## config.mk

```make
export PLATFORM = sky130hd
export DESIGN_NAME = sd_dma_unit
export DESIGN_NICKNAME = d
export VERILOG_FILES = /design/src/rtl/sd_dma_pkg.sv /design/src/rtl/sd_dma_regs.sv /design/src/rtl/sd_dma_stride.sv /design/src/rtl/sd_dma_engine.sv /design/src/rtl/sd_dma_unit.sv
export SDC_FILE = /design/constraint.sdc
export NUM_CORES = 1
export LEC_CHECK = 0
export BUFFER_PORTS_ARGS = -buffer_cell sky130_fd_sc_hd__buf_2
export CAP_MARGIN = 20
export CORE_ASPECT_RATIO = 1.5
export CORE_UTILIZATION = 53
export CTS_BUF_LIST = sky130_fd_sc_hd__clkbuf_4 sky130_fd_sc_hd__clkbuf_8 sky130_fd_sc_hd__clkbuf_16
export DETAILED_ROUTE_END_ITERATION = 12
export PLACE_DENSITY_LB_ADDON = 0.12
export REMOVE_ABC_BUFFERS = 1
export SYNTH_ARGS = -nofsm -noshare
export SYNTH_HDL_FRONTEND = slang
export SYNTH_SLANG_ARGS = --single-unit
```

## constraint.sdc

```tcl
create_clock -name clk -period 3.8 [get_ports clk]
set_clock_uncertainty 0.05 [all_clocks]
set_input_delay 0.38 -clock clk [delete_from_list [all_inputs] [get_ports clk]]
set_output_delay 0.38 -clock clk [all_outputs]
set_load 0.05 [all_outputs]
```

## src/rtl/sd_dma_pkg.sv

```systemverilog
package sd_dma_pkg;

    localparam int REG_W = 32;
    localparam int IDX_W = 3;
    localparam int NCH   = 2;

    // register word indices
    localparam logic [IDX_W-1:0] REG_MODE    = 3'd0;
    localparam logic [IDX_W-1:0] REG_CTRL    = 3'd1;
    localparam logic [IDX_W-1:0] REG_CHRST   = 3'd2;
    localparam logic [IDX_W-1:0] REG_ADDR_LO = 3'd3;
    localparam logic [IDX_W-1:0] REG_ADDR_HI = 3'd4;
    localparam logic [IDX_W-1:0] REG_STATUS  = 3'd5;

    // field positions that software depends on
    localparam int MODE_DIR_LSB = 16;
    localparam int MODE_WID_LSB = 4;
    localparam int MODE_INC_BIT = 0;
    localparam int CTRL_GO_BIT  = 0;
    localparam int CHRST_LSB    = 8;

    localparam logic [1:0] DIR_DEV_TO_MEM = 2'd1;
    localparam logic [1:0] SIZE_64        = 2'd3;

    typedef struct packed {
        logic [1:0] dir;
        logic [1:0] width;
        logic       inc;
    } mode_t;

    typedef enum logic [2:0] {
        ENG_IDLE = 3'd0,
        ENG_RD   = 3'd1,
        ENG_PUSH = 3'd2,
        ENG_PULL = 3'd3,
        ENG_WR   = 3'd4
    } eng_st_e;

endpackage

```

## src/rtl/sd_dma_regs.sv

```systemverilog
module sd_dma_regs
    import sd_dma_pkg::*;
#(
    parameter int AW = 64
) (
    input  logic             clk,
    input  logic             rst_n,
    input  logic             we,
    input  logic [IDX_W-1:0] idx,
    input  logic [REG_W-1:0] wdata,
    input  logic             busy,
    input  logic [NCH-1:0]   err,
    output logic [REG_W-1:0] rdata,
    output mode_t            mode,
    output logic [AW-1:0]    base,
    output logic [NCH-1:0]   run,
    output logic             go
);
    localparam int HI_W = AW - REG_W;

    typedef struct packed {
        mode_t          mode;
        logic [AW-1:0]  base;
        logic [NCH-1:0] run;
    } regs_t;

    regs_t d, q;

    always_comb begin
        d = q;
        if (we) begin
            case (idx)
                REG_MODE: if (!busy) begin
                    d.mode.dir   = wdata[MODE_DIR_LSB +: 2];
                    d.mode.width = wdata[MODE_WID_LSB +: 2];
                    d.mode.inc   = wdata[MODE_INC_BIT];
                end
                REG_ADDR_LO: if (!busy) d.base[REG_W-1:0] = wdata;
                REG_ADDR_HI: if (!busy) d.base[AW-1:REG_W] = wdata[HI_W-1:0];
                REG_CHRST:   d.run = wdata[CHRST_LSB +: NCH];
                default: ;
            endcase
        end
    end

    always_ff @(posedge clk or negedge rst_n) begin
        if (!rst_n) begin
            q.mode <= '0;
            q.base <= '0;
            q.run  <= '1;
        end else begin
            q <= d;
        end
    end

    assign go   = we && (idx == REG_CTRL) && wdata[CTRL_GO_BIT];
    assign mode = q.mode;
    assign base = q.base;
    assign run  = q.run;

    always_comb begin
        rdata = '0;
        case (idx)
            REG_MODE: begin
                rdata[MODE_DIR_LSB +: 2] = q.mode.dir;
                rdata[MODE_WID_LSB +: 2] = q.mode.width;
                rdata[MODE_INC_BIT]      = q.mode.inc;
            end
            REG_CTRL:    rdata[CTRL_GO_BIT] = busy;
            REG_CHRST:   rdata[CHRST_LSB +: NCH] = q.run;
            REG_ADDR_LO: rdata = q.base[REG_W-1:0];
            REG_ADDR_HI: rdata[HI_W-1:0] = q.base[AW-1:REG_W];
            REG_STATUS:  rdata[NCH-1:0] = err;
            default: ;
        endcase
    end

endmodule

```

## src/rtl/sd_dma_stride.sv

```systemverilog
module sd_dma_stride #(
    parameter int AW = 64
) (
    input  logic [AW-1:0] cur,
    input  logic [1:0]    width,
    input  logic          inc,
    output logic [AW-1:0] nxt
);
    logic [AW-1:0] step;

    assign step = AW'(1) << width;
    assign nxt  = inc ? (cur + step) : cur;

endmodule

```

## src/rtl/sd_dma_engine.sv

```systemverilog
module sd_dma_engine
    import sd_dma_pkg::*;
#(
    parameter int AW = 64,
    parameter int DW = 64,
    parameter int LW = 16
) (
    input  logic           clk,
    input  logic           rst_n,
    input  logic           go,
    input  mode_t          mode,
    input  logic [AW-1:0]  base,
    input  logic [LW-1:0]  xfer_bytes,
    input  logic [NCH-1:0] run,
    input  logic           mem_ack,
    input  logic           mem_err,
    input  logic [DW-1:0]  mem_rdata,
    input  logic           fifo_tx_ready,
    input  logic           fifo_rx_valid,
    input  logic [DW-1:0]  fifo_rx_data,
    output logic           busy,
    output logic           done,
    output logic [NCH-1:0] err,
    output logic           mem_req,
    output logic           mem_wr,
    output logic [AW-1:0]  mem_addr,
    output logic [1:0]     mem_size,
    output logic [DW-1:0]  mem_wdata,
    output logic           fifo_tx_valid,
    output logic [DW-1:0]  fifo_tx_data,
    output logic           fifo_rx_ready
);
    typedef struct packed {
        eng_st_e        st;
        logic [AW-1:0]  addr;
        logic [LW-1:0]  left;
        logic           ch;
        logic [1:0]     size;
        logic           inc;
        logic [DW-1:0]  word;
        logic           done;
        logic [NCH-1:0] err;
    } eng_t;

    eng_t d, q;

    logic [AW-1:0] step_addr;
    logic [LW-1:0] beats;
    logic          want_rx;
    logic          misaligned;
    logic          last_beat;

    sd_dma_stride #(.AW(AW)) u_stride (
        .cur   (q.addr),
        .width (q.size),
        .inc   (q.inc),
        .nxt   (step_addr)
    );

    assign beats      = xfer_bytes >> mode.width;
    assign want_rx    = (mode.dir == DIR_DEV_TO_MEM);
    assign misaligned = (mode.width == SIZE_64) && (base[2:0] != 3'd0);
    assign last_beat  = (q.left == LW'(1));

    always_comb begin
        d      = q;
        d.done = 1'b0;
        case (q.st)
            ENG_IDLE: begin
                if (go && run[want_rx]) begin
                    if (misaligned) begin
                        d.err[want_rx] = 1'b1;
                    end else if (beats == '0) begin
                        d.done = 1'b1;
                    end else begin
                        d.st   = want_rx ? ENG_PULL : ENG_RD;
                        d.addr = base;
                        d.left = beats;
                        d.ch   = want_rx;
                        d.size = mode.width;
                        d.inc  = mode.inc;
                    end
                end
            end
            ENG_RD: begin
                if (mem_ack) begin
                    if (mem_err) begin
                        d.err[q.ch] = 1'b1;
                        d.st        = ENG_IDLE;
                    end else begin
                        d.word = mem_rdata;
                        d.st   = ENG_PUSH;
                    end
                end
            end
            ENG_PUSH: begin
                if (fifo_tx_ready) begin
                    d.left = q.left - 1'b1;
                    d.addr = step_addr;
                    if (last_beat) begin
                        d.st   = ENG_IDLE;
                        d.done = 1'b1;
                    end else begin
                        d.st = ENG_RD;
                    end
                end
            end
            ENG_PULL: begin
                if (fifo_rx_valid) begin
                    d.word = fifo_rx_data;
                    d.st   = ENG_WR;
                end
            end
            ENG_WR: begin
                if (mem_ack) begin
                    if (mem_err) begin
                        d.err[q.ch] = 1'b1;
                        d.st        = ENG_IDLE;
                    end else begin
                        d.left = q.left - 1'b1;
                        d.addr = step_addr;
                        if (last_beat) begin
                            d.st   = ENG_IDLE;
                            d.done = 1'b1;
                        end else begin
                            d.st = ENG_PULL;
                        end
                    end
                end
            end
            default: d.st = ENG_IDLE;
        endcase

        // a held channel abandons its transfer silently
        if (q.st != ENG_IDLE && !run[q.ch]) begin
            d.st   = ENG_IDLE;
            d.done = 1'b0;
        end

        for (int c = 0; c < NCH; c++) begin
            if (!run[c]) d.err[c] = 1'b0;
        end
    end

    always_ff @(posedge clk or negedge rst_n) begin
        if (!rst_n) q <= '0;
        else        q <= d;
    end

    assign busy          = (q.st != ENG_IDLE);
    assign done          = q.done;
    assign err           = q.err;
    assign mem_req       = (q.st == ENG_RD) || (q.st == ENG_WR);
    assign mem_wr        = (q.st == ENG_WR);
    assign mem_addr      = q.addr;
    assign mem_size      = q.size;
    assign mem_wdata     = q.word;
    assign fifo_tx_valid = (q.st == ENG_PUSH);
    assign fifo_tx_data  = q.word;
    assign fifo_rx_ready = (q.st == ENG_PULL);

endmodule

```

## src/rtl/sd_dma_unit.sv

```systemverilog
module sd_dma_unit
    import sd_dma_pkg::*;
#(
    parameter int AW = 64,
    parameter int DW = 64,
    parameter int LW = 16
) (
    input  logic             clk,
    input  logic             rst_n,
    input  logic             reg_we,
    input  logic [IDX_W-1:0] reg_idx,
    input  logic [REG_W-1:0] reg_wdata,
    output logic [REG_W-1:0] reg_rdata,
    input  logic [LW-1:0]    xfer_bytes,
    output logic             mem_req,
    output logic             mem_wr,
    output logic [AW-1:0]    mem_addr,
    output logic [1:0]       mem_size,
    output logic [DW-1:0]    mem_wdata,
    input  logic             mem_ack,
    input  logic             mem_err,
    input  logic [DW-1:0]    mem_rdata,
    output logic             fifo_tx_valid,
    output logic [DW-1:0]    fifo_tx_data,
    input  logic             fifo_tx_ready,
    input  logic             fifo_rx_valid,
    input  logic [DW-1:0]    fifo_rx_data,
    output logic             fifo_rx_ready,
    output logic             xfer_done
);
    logic           go;
    mode_t          mode;
    logic [AW-1:0]  base;
    logic [NCH-1:0] chan_run;
    logic           eng_busy;
    logic [NCH-1:0] eng_err;

    sd_dma_regs #(.AW(AW)) u_regs (
        .clk   (clk),
        .rst_n (rst_n),
        .we    (reg_we),
        .idx   (reg_idx),
        .wdata (reg_wdata),
        .busy  (eng_busy),
        .err   (eng_err),
        .rdata (reg_rdata),
        .mode  (mode),
        .base  (base),
        .run   (chan_run),
        .go    (go)
    );

    sd_dma_engine #(.AW(AW), .DW(DW), .LW(LW)) u_eng (
        .clk           (clk),
        .rst_n         (rst_n),
        .go            (go),
        .mode          (mode),
        .base          (base),
        .xfer_bytes    (xfer_bytes),
        .run           (chan_run),
        .mem_ack       (mem_ack),
        .mem_err       (mem_err),
        .mem_rdata     (mem_rdata),
        .fifo_tx_ready (fifo_tx_ready),
        .fifo_rx_valid (fifo_rx_valid),
        .fifo_rx_data  (fifo_rx_data),
        .busy          (eng_busy),
        .done          (xfer_done),
        .err           (eng_err),
        .mem_req       (mem_req),
        .mem_wr        (mem_wr),
        .mem_addr      (mem_addr),
        .mem_size      (mem_size),
        .mem_wdata     (mem_wdata),
        .fifo_tx_valid (fifo_tx_valid),
        .fifo_tx_data  (fifo_tx_data),
        .fifo_rx_ready (fifo_rx_ready)
    );

endmodule

```

==> results of run 1 <==
[cell type report]
cell class	instances	share of cell area (%)
Multi-Input combinational cell	998	41.3
Sequential cell	225	35.3
Timing Repair Buffer	450	15.1
Clock buffer	32	4.36
Tap cell	333	2.61
Clock inverter	12	0.862
Inverter	20	0.470
Antenna cell	4	0.0627
[cells in the final DEF, fill, tap and decap left out, types with 9 or more instances in the layout]
cell	n
and2_1	11
a21oi_1	150
buf_2	415
nand2_1	78
mux2_2	80
buf_4	28
and4_1	11
o21ai_0	105
nor3_1	29
mux4_2	9
inv_1	20
dfrtp_1	223
a31oi_1	29
and3_1	14
nand3_1	43
a22oi_1	18
nand4_1	14
nor4_1	14
nand2b_1	9
mux2i_1	74
a22o_1	25
nor2_1	144
clkbuf_16	25
[stage by stage]
stage | cells | setup slack [ps] | TNS (ps)
floorplan | 1243 | -2330 | -285690
global placement | 2025 | 741 | 0
finish | 2074 | 619 | 0
global route | 2072 | 305 | 0
detailed placement | 2025 | 658 | 0
CTS | 2070 | 658 | 0
[sequential cells by signal, summed over array words and instances, names as in the netlist]
signal and cells:
u_eng.done 1, u_eng.err 2, u_eng.fifo_tx_data 64, u_eng.mem_addr 64, u_eng.mem_size 2, u_eng.q 21
u_regs.base 64, u_regs.mode 5, u_regs.run 2
[logic make-up (layout without fill, tap and decap cells)]
kind of cell,count (synthesis),in the layout
adder cells (fa/ha/maj),9,9
flip-flops,225,225
other,0,4
AND/OR/NAND/NOR,406,406
XOR/XNOR,2,2
buffers and inverters,305,514
multiplexers,163,163
AO/OA/AOI/OAI,418,418
[critical path, delay by kind of cell, from the launching register on]
family | cells | cell delay (ps)
AO/OA/AOI/OAI | 3 | 1230
AND/OR/NAND/NOR | 2 | 680
buffers and inverters | 1 | 660
flip-flops | 1 | 420
[routing by layer]
layer | global-route usage [%] | routed length [microns]
met1 | 41.6 | 17500
met2 | 61.4 | 24400
met3 | 7.53 | 4180
met4 | 17.9 | 2530
met5 | 0 | 26
[worst min path at each step]
stage | cells past startpoint | end | startpoint | slack (ps)
global placement | 1 | u_eng.err[0] | rst_n | 430
finish | 2 | u_regs.base[15] | reg_wdata[15] | 40
floorplan | 0 | u_eng.done | rst_n | 30
CTS | 2 | u_regs.base[15] | reg_wdata[15] | 30
global route | 2 | u_regs.base[52] | reg_wdata[20] | 40
detailed placement | 1 | u_eng.err[0] | rst_n | 430
[synth_stat cells (18+ instances only)]
cell type,instances
dfrtp_1,223
buf_4,198
a21oi_1,151
nor2_1,146
o21ai_0,105
mux2_2,80
nand2_1,78
mux2i_1,74
clkbuf_1,57
nand3_1,43
a31oi_1,30
nor3_1,29
a22o_1,25
inv_1,20
a22oi_1,18
[repair_timing]
action                                  CTS  global route
hold buffers                              1             0
hold endpoints to repair                 91             0
endpoints found under the setup margin    0             0
gates resized for setup                   0             0
[where the power goes]
part | switching (mW) | internal, mW | leakage [nW]
Combinational | 1.65 | 0.746 | 4.13
Sequential | 0.536 | 2.78 | 2.89
Clock | 1.04 | 1.44 | 0.400
==> impl_metrics.py, run 1 <==
metrics = {
    "timing": {
        "setup_violations": 0,
        "finalHoldWorstSlack_ps": 40.6,
        "rsz0062_at_grt": "no",
        "max_slew_margin_pct": 33.9,
        "fmaxAchievable_mhz": 314,
        "fin_crit_ps": 3180,
        "worst_slew_pin_slew_ps": 991,
        "hold_viol": 0,
        "fin_crit_sh_pct": 83.7,
        "finalMaxSlewViolations": 0,
    },
    "clocking": {
        "cts_tree": "built",
        "clk_path_buf_depth": 3,
        "clockRootBuffer": "clkbuf_16",
        "numCtsBuffers": 24,
        "htreeDepth": 1,
        "clk_latency_ps": 530,
        "clk_pin_slew_ps": 70,
        "post-cts-setup-buffer-count": 0,
        "cts_sinks": 225,
    },
    "critical_path": {
        "crit_path_top_delay_cell": "o311ai_0",
        "cp_data_required_time_ps": 4190,
        "worstSetupStartpointType": "flip-flop",
        "rr_worst_depth": 6,
        "crit_chain": "o311ai_0 > nand4_1 > a31oi_4 > buf_4 > nand2_1 > o31ai_1",
        "startpoint": "u_regs.base[2]",
        "cp_max_fo": 68,
        "arrival_ps": 3570,
        "reg2reg_slack_ps": 620,
        "cp_slowest_stage_delay_ps": 700,
        "worstSetupPathType": "flip-flop to flip-flop",
        "regToRegEndpoint": "u_eng.q[85]",
        "r2r_start": "u_regs.base[2]",
        "endpoint": "u_eng.q[85]",
        "endpoint_kind": "flip-flop",
    },
    "drt": {
        "drt-initial-drc-count": 996,
        "drc": 0,
        "drt-total-wl_microns": 48600,
        "vias_per_cell": 6.07,
        "drtPass1Iterations": 6,
        "route.detailed.wl_per_inst_microns": 23.4,
        "vias": 12600,
        "antenna_left": 0,
    },
    "run": {
        "cap_violations": 0,
    },
    "synthesis": {
        "yosysWarnings": 0,
        "yosysTopAreaCell": "dfrtp_1",
        "syn_inst": 1528,
        "synthSimpleGateAreaFrac_pct": 14.1,
        "synth_edf_count": 0,
        "ys_ff_latch": 225,
        "synth_compound_area_share_pct": 18.3,
        "synthDistinctLibCells": 73,
        "synth_top_area_share_pct": 39.6,
        "async_reset_ff_share_pct": 100,
        "synth_fa_ha_area_share_pct": 0.817,
        "synthFlopType": "dfrtp_1",
        "syn_area_per_cell_sq_um": 9.23,
        "synth_top_family_by_area": "compound AO/OA/AOI/OAI gates",
        "synth_area_leaders": "dfrtp_1 (40%), buf_4 (11%), mux2_2 (6.4%)",
        "synth_mux_area_share_pct": 13.1,
        "netlist_area_sq_um": 14100,
        "synthXorXnorAreaFrac_pct": 0.124,
        "ys_seq_area_share_pct": 40.0,
    },
    "final_layout": {
        "n_fill_cell": 2277,
        "seq_area_sq_um": 5630,
        "finish.instance_area_sq_um": 16000,
        "final_net_count": 1912,
        "drive_gt1_share_pct": 34.8,
        "fin_util_pct": 61.6,
        "multi_input_area_sq_um": 6590,
        "area_growth_syn_to_layout_pct": 13.3,
    },
    "floorplanning": {
        "rows": 72,
        "dieWidth_microns": 135,
        "core_area_sq_um": 25900,
        "die_area_sq_um": 27300,
        "start_util_pct": 54.3,
        "io_pins": 417,
        "die_h_microns": 202,
    },
    "placed_design": {
        "io_buffers": 416,
        "place_area_sq_um": 15100,
        "detailed_place_hpwl_microns": 36400,
        "place.gp.congestion": 0.998,
    },
    "grt": {
        "gr-total-overflow": 0,
        "grt_usage_pct": 35.7,
        "antenna_found_initial": 5,
        "grt_pass1_wl_microns": 73100,
        "grt_pass1_vias": 12200,
        "grt_max_degree": 129,
    },
    "hold_path": {
        "min_path_type": "input port to flip-flop",
    },
    "pwr": {
        "power_mw": 8.19,
        "vdd_drop_max_uv": 329,
        "powerDensity_nw_per_um2": 512,
        "power.leakage_nw": 7.41,
    },
    "outcome": {
        "outcome": "finished, final reports clean",
    },
}
No activity file was read; power rests on OpenSTA's default activity.
==> inputs of run 2 (changes only) <==
==> constraint.sdc (replaced) <==
create_clock -name clk -period 3 [get_ports clk]
set_clock_uncertainty 0.05 [all_clocks]
set_input_delay 0.3 -clock clk [delete_from_list [all_inputs] [get_ports clk]]
set_output_delay 0.3 -clock clk [all_outputs]
set_load 0.05 [all_outputs]
==> impl_metrics.py, run 2 (same netlist as run 1, synthesis figures left out) <==
metrics = {
    "outcome": {
        "outcome": "finished, final reports clean",
    },
    "final_layout": {
        "stdcell_count": 2189,
        "final_cell_mix": "buf_2 (415), dfrtp_1 (222), a21oi_1 (150)",
        "mostFrequentLayoutCell": "buf_2",
        "area_growth_syn_to_layout_pct": 21.7,
        "final_net_count": 2029,
        "drive_gt1_share_pct": 35.8,
    },
    "floorplanning": {
        "dieWidth_microns": 135,
        "core_area_sq_um": 25900,
        "start_util_pct": 54.3,
        "io_pins": 417,
        "die_h_microns": 202,
        "rows": 72,
        "die_area_sq_um": 27300,
    },
    "clocking": {
        "numCtsBuffers": 25,
        "cts_sinks": 225,
        "htreeDepth": 1,
        "cts_tree": "built",
        "clockRootBuffer": "clkbuf_16",
        "clk_latency_ps": 550,
        "clk_path_buf_depth": 3,
        "clk_pin_slew_ps": 60,
    },
    "grt": {
        "grt_pass1_vias": 12900,
        "grt_max_degree": 83,
        "gr-total-overflow": 0,
        "grt_usage_pct": 37.4,
        "antenna_found_initial": 4,
        "grt_pass1_wl_microns": 76400,
    },
    "timing": {
        "finalHoldWorstSlack_ps": 5.89,
        "worst_slew_pin_slew_ps": 783,
        "setup_violations": 0,
        "hold_viol": 0,
        "setup_slack_ps": 138,
        "fmaxAchievable_mhz": 349,
        "finalMaxSlewViolations": 0,
        "fin_crit_sh_pct": 95.4,
        "fin_crit_ps": 2860,
        "max_slew_margin_pct": 47.4,
    },
    "drt": {
        "drt-total-wl_microns": 50800,
        "route.detailed.wl_per_inst_microns": 23.2,
        "antenna_left": 0,
        "drc": 0,
        "vias": 13100,
        "drtPass1Iterations": 5,
        "drt-initial-drc-count": 1055,
        "vias_per_cell": 6.01,
    },
    "critical_path": {
        "cp_data_required_time_ps": 3420,
        "endpoint_kind": "flip-flop",
        "arrival_ps": 3280,
        "worstSetupPathType": "flip-flop to flip-flop",
        "worstSetupStartpointType": "flip-flop",
        "cp_max_fo": 6,
    },
    "pwr": {
        "powerDensity_nw_per_um2": 617,
        "power.leakage_nw": 7.99,
        "vdd_drop_max_uv": 477,
    },
    "placed_design": {
        "place.gp.congestion": 0.980,
        "dpl_worst_slack_ps": 6.40,
        "io_buffers": 416,
        "detailed_place_hpwl_microns": 38000,
        "post-place-cells": 2074,
    },
    "hold_path": {
        "min_path_type": "input port to flip-flop",
    },
    "run": {
        "cap_violations": 0,
    },
}
-- run 2: worst paths after layout --
kind                                    from                      to  slack [ps]  cells past startpoint
max                        u_eng.mem_size[0]      u_eng.mem_addr[55]         140                      9
min                            mem_rdata[25]  u_eng.fifo_tx_data[25]           6                      3
max reg2reg                u_eng.mem_size[0]      u_eng.mem_addr[55]         140                      9
min reg2reg                      u_eng.q[77]             u_eng.q[77]         460                      2
max in group asynchronous              rst_n  u_eng.fifo_tx_data[35]        1780                      3
min in group asynchronous              rst_n            u_eng.err[1]         280                      2
-- run 2: metal layers --
metal | wire (microns) | track usage, % | vias to the layer above
met3 | 4280 | 8.42 | 155
met2 | 25200 | 63.4 | 635
met5 | 23 | 0 | -
li1 | - | - | 5978
met4 | 3050 | 21.3 | 4
met1 | 18300 | 42.9 | 6376
-- run 2: repair_timing --
item / CTS / global route
setup endpoints to repair: 6 / 21
endpoints found under the hold margin: 166 / 0
buffers inserted: 0 / 2
cloned: 0 / 1
hold buffers: 65 / 0
resized for setup: 1 / 6
pin swaps: 0 / 1
-- run 2: per-stage QoR --
step                      utilization [%]  instance area (sq um)  setup TNS, ps  total power, mW
after CTS                            65.9                  17100              0             10.6
final                                66.1                  17200              0             10.6
after global routing                 66.1                  17200          -6.11             11.0
after floorplan                         -                  12200        -421920             6.08
after detailed placement             60.1                  15600              0             7.34
after global placement               60.1                  15600              0             7.30
-- run 2: report_power, final --
part / total, mW / switching [mW] / internal [mW]
Combinational: 3.24 / 2.17 / 1.07
Clock: 3.17 / 1.33 / 1.84
Sequential: 4.18 / 0.650 / 3.53
-- run 2: critical path: stages, from the launching register on --
cell and delay [ps]:
dfrtp_1 420, and2_1 190, ha_2 380, nand4_1 120, o22a_2 290, nor4_4 210
nand3_1 140, or4_1 590, o31a_1 270, o21ai_1 110
-- run 2: cell type report --
type,count,area [sq um]
Clock inverter,9,80.1
Multi-Input combinational cell,998,6610
Antenna cell,2,5.00
Sequential cell,225,5630
Timing Repair Buffer,566,3570
Inverter,20,75.1
Tap cell,333,417
Clock buffer,36,758
Fill cell,2155,8790
==> inputs of run 3 (changes only) <==
--- a/config.mk
+++ b/config.mk
@@ -9,10 +9,11 @@
 export CAP_MARGIN = 20
 export CORE_ASPECT_RATIO = 1.5
 export CORE_UTILIZATION = 53
-export CTS_BUF_LIST = sky130_fd_sc_hd__clkbuf_4 sky130_fd_sc_hd__clkbuf_8 sky130_fd_sc_hd__clkbuf_16
+export CTS_CLUSTER_DIAMETER = 40
 export DETAILED_ROUTE_END_ITERATION = 12
 export PLACE_DENSITY_LB_ADDON = 0.12
 export REMOVE_ABC_BUFFERS = 1
 export SYNTH_ARGS = -nofsm -noshare
 export SYNTH_HDL_FRONTEND = slang
+export SYNTH_HIERARCHICAL = 1
 export SYNTH_SLANG_ARGS = --single-unit
==> impl_metrics.py, run 3 <==
metrics = {
    "grt": {
        "antenna_found_initial": 1,
        "grt_max_degree": 99,
        "grt_pass1_wl_microns": 74100,
        "gr-total-overflow": 0,
        "grt_pass1_vias": 13400,
        "grt_usage_pct": 35.0,
    },
    "critical_path": {
        "arrival_ps": 3270,
        "worstSetupStartpointType": "flip-flop",
        "worstSetupPathType": "flip-flop to flip-flop",
        "reg2reg_slack_ps": 140,
        "endpoint_kind": "flip-flop",
        "cp_data_required_time_ps": 3410,
        "cp_max_fo": 6,
    },
    "timing": {
        "hold_viol": 0,
        "rsz0062_at_grt": "yes",
        "fin_crit_ps": 2860,
        "fin_crit_sh_pct": 95.2,
        "finalMaxSlewViolations": 0,
        "max_slew_margin_pct": 51.7,
        "fmaxAchievable_mhz": 350,
        "finalHoldWorstSlack_ps": 67.2,
        "worst_slew_pin_slew_ps": 721,
        "setup_violations": 0,
    },
    "synthesis": {
        "yosysTopAreaCell": "dfrtp_1",
        "synth_edf_count": 0,
        "synthFlopType": "dfrtp_1",
        "yosysWarnings": 6,
        "synthDistinctLibCells": 66,
        "async_reset_ff_share_pct": 100,
        "synth_top_area_share_pct": 39.5,
        "synth_top_cells_by_count": "nand2_1 (238), dfrtp_1 (223), buf_4 (198)",
        "yosysMostFrequentCell": "nand2_1",
        "syn_area_per_cell_sq_um": 9.17,
        "netlist_area_sq_um": 14100,
        "synth_area_leaders": "dfrtp_1 (39%), buf_4 (11%), nand2_1 (6.3%)",
        "ys_ff_latch": 225,
        "ys_seq_area_share_pct": 39.9,
        "syn_inst": 1541,
    },
    "clocking": {
        "cts_sinks": 225,
        "cts_tree": "built",
        "clk_pin_slew_ps": 70,
        "clk_latency_ps": 580,
        "clk_path_buf_depth": 3,
        "numCtsBuffers": 30,
        "clockRootBuffer": "clkbuf_16",
        "htreeDepth": 1,
    },
    "pwr": {
        "power.leakage_nw": 8.63,
        "powerDensity_nw_per_um2": 729,
        "vdd_drop_max_uv": 1160,
        "power_mw": 13.2,
    },
    "floorplanning": {
        "die_h_microns": 202,
        "start_util_pct": 54.3,
        "core_area_sq_um": 26000,
        "die_area_sq_um": 27300,
        "dieWidth_microns": 135,
        "io_pins": 417,
        "rows": 72,
    },
    "run": {
        "cap_violations": 0,
    },
    "outcome": {
        "outcome": "finished, final reports clean",
    },
    "placed_design": {
        "place.gp.congestion": 0.913,
        "detailed_place_hpwl_microns": 33400,
        "io_buffers": 416,
    },
    "final_layout": {
        "n_fill_cell": 2047,
        "drive_gt1_share_pct": 33.6,
        "final_cell_mix": "buf_2 (415), nand2_1 (238), dfrtp_1 (220)",
        "final_net_count": 2119,
        "area_growth_syn_to_layout_pct": 27.8,
        "mostFrequentLayoutCell": "buf_2",
    },
    "drt": {
        "drt-initial-drc-count": 1082,
        "antenna_left": 0,
        "drtPass1Iterations": 5,
        "route.detailed.wl_per_inst_microns": 21.1,
        "vias_per_cell": 5.86,
        "drc": 0,
        "drt-total-wl_microns": 48200,
        "vias": 13400,
    },
    "hold_path": {
        "min_path_type": "input port to flip-flop",
    },
}
run 3: cell types whose count changed in the layout (fill, tap and decap cells not counted), sizes merged, moves of 13 or more:
cell	before	now
mux2i	74	16
a31oi	30	68
nand2	78	238
dlygate4sd3	65	161
nor2	146	115
xnor2	1	40
xor2	1	22
buf	500	481
nand3	43	30
a21oi	151	26
a32oi	8	68
run 3: final timing paths:
check                                  start            endpoint  cells past startpoint
setup / recovery           u_eng/mem_size[1]  u_eng/mem_addr[24]                     11
hold / removal                       mem_ack        u_eng/q[153]                      3
setup reg to reg           u_eng/mem_size[1]  u_eng/mem_addr[24]                     11
hold reg to reg                 u_eng/err[0]        u_eng/err[0]                      1
max in group asynchronous              rst_n     u_regs/base[50]                      3
min in group asynchronous              rst_n         u_eng/q[75]                      2
run 3: what timing repair did:
| action | CTS | global route |
|---|---|---|
| buffers inserted | 0 | 3 |
| gates cloned | 0 | 1 |
| setup endpoints to repair | 65 | 67 |
| pin swaps | 0 | 1 |
| hold endpoints to repair | 184 | 0 |
| hold buffers | 161 | 0 |
| resized for setup | 1 | 9 |
run 3: stage by stage:
| stage | setup slack, ps | utilization [%] | TNS, ps | cell area [sq um] | std cells |
|---|---|---|---|---|---|
| after CTS | 15.2 | 69.2 | 0 | 18000 | 2278 |
| final | 144 | 69.4 | 0 | 18100 | 2283 |
| after floorplan | -4060 | - | -489250 | 12200 | 1251 |
| after global placement | -12.7 | 59.0 | -16.7 | 15400 | 2062 |
| after detailed placement | -78.5 | 59.0 | -2820 | 15400 | 2062 |
| after global routing | -16.9 | 69.4 | -16.9 | 18100 | 2283 |
run 3: final cells by class:
cell class | instances | area [sq um] | area share, %
antenna | 1 | 2.50 | 0.0139
sequential | 225 | 5640 | 31.2
inverter | 16 | 60.1 | 0.332
clock inverter | 20 | 211 | 1.17
tap | 333 | 417 | 2.31
timing repair buffer | 642 | 4350 | 24.1
clock buffer | 35 | 810 | 4.48
multi-input combinational | 1011 | 6590 | 36.4
run 3: cells by family after synthesis:
kind of cell	Yosys count	share of synthesized area [%]
AOI/OAI and AO/OA	323	15.3
DFF	225	39.9
muxes	104	9.42
adders and majority gates	7	0.673
buffers and inverters	306	14.0
and+or+nand+nor	514	16.9
xor gates and xnor gates	62	3.84
run 3: critical path, stage by stage, from the launching register on:
cell and delay [ps]:
dfrtp_1 430, nor2_1 130, ha_1 210, fa_1 260, a211oi_1 120, or4_4 560
and3b_4 400, buf_4 130, nand3_1 90, xnor2_1 140, a32oi_1 150, o21ai_1 70
run 3: routing by layer:
layer  global-route usage (%)  part of all wire (%)  vias up
met3                     6.50                   8.6      101
met2                     60.3                    50      648
met5                        0                     0        -
met1                     42.3                    38     6574
li1                         -                     -     6058
met4                     14.4                   3.7        0
run 3: power breakdown:
part,leakage (nW),internal [mW],switching [mW]
clock,0.488,2.07,1.52
combinational,5.24,1.72,3.65
sequential,2.90,3.62,0.597
total,8.63,7.41,5.76
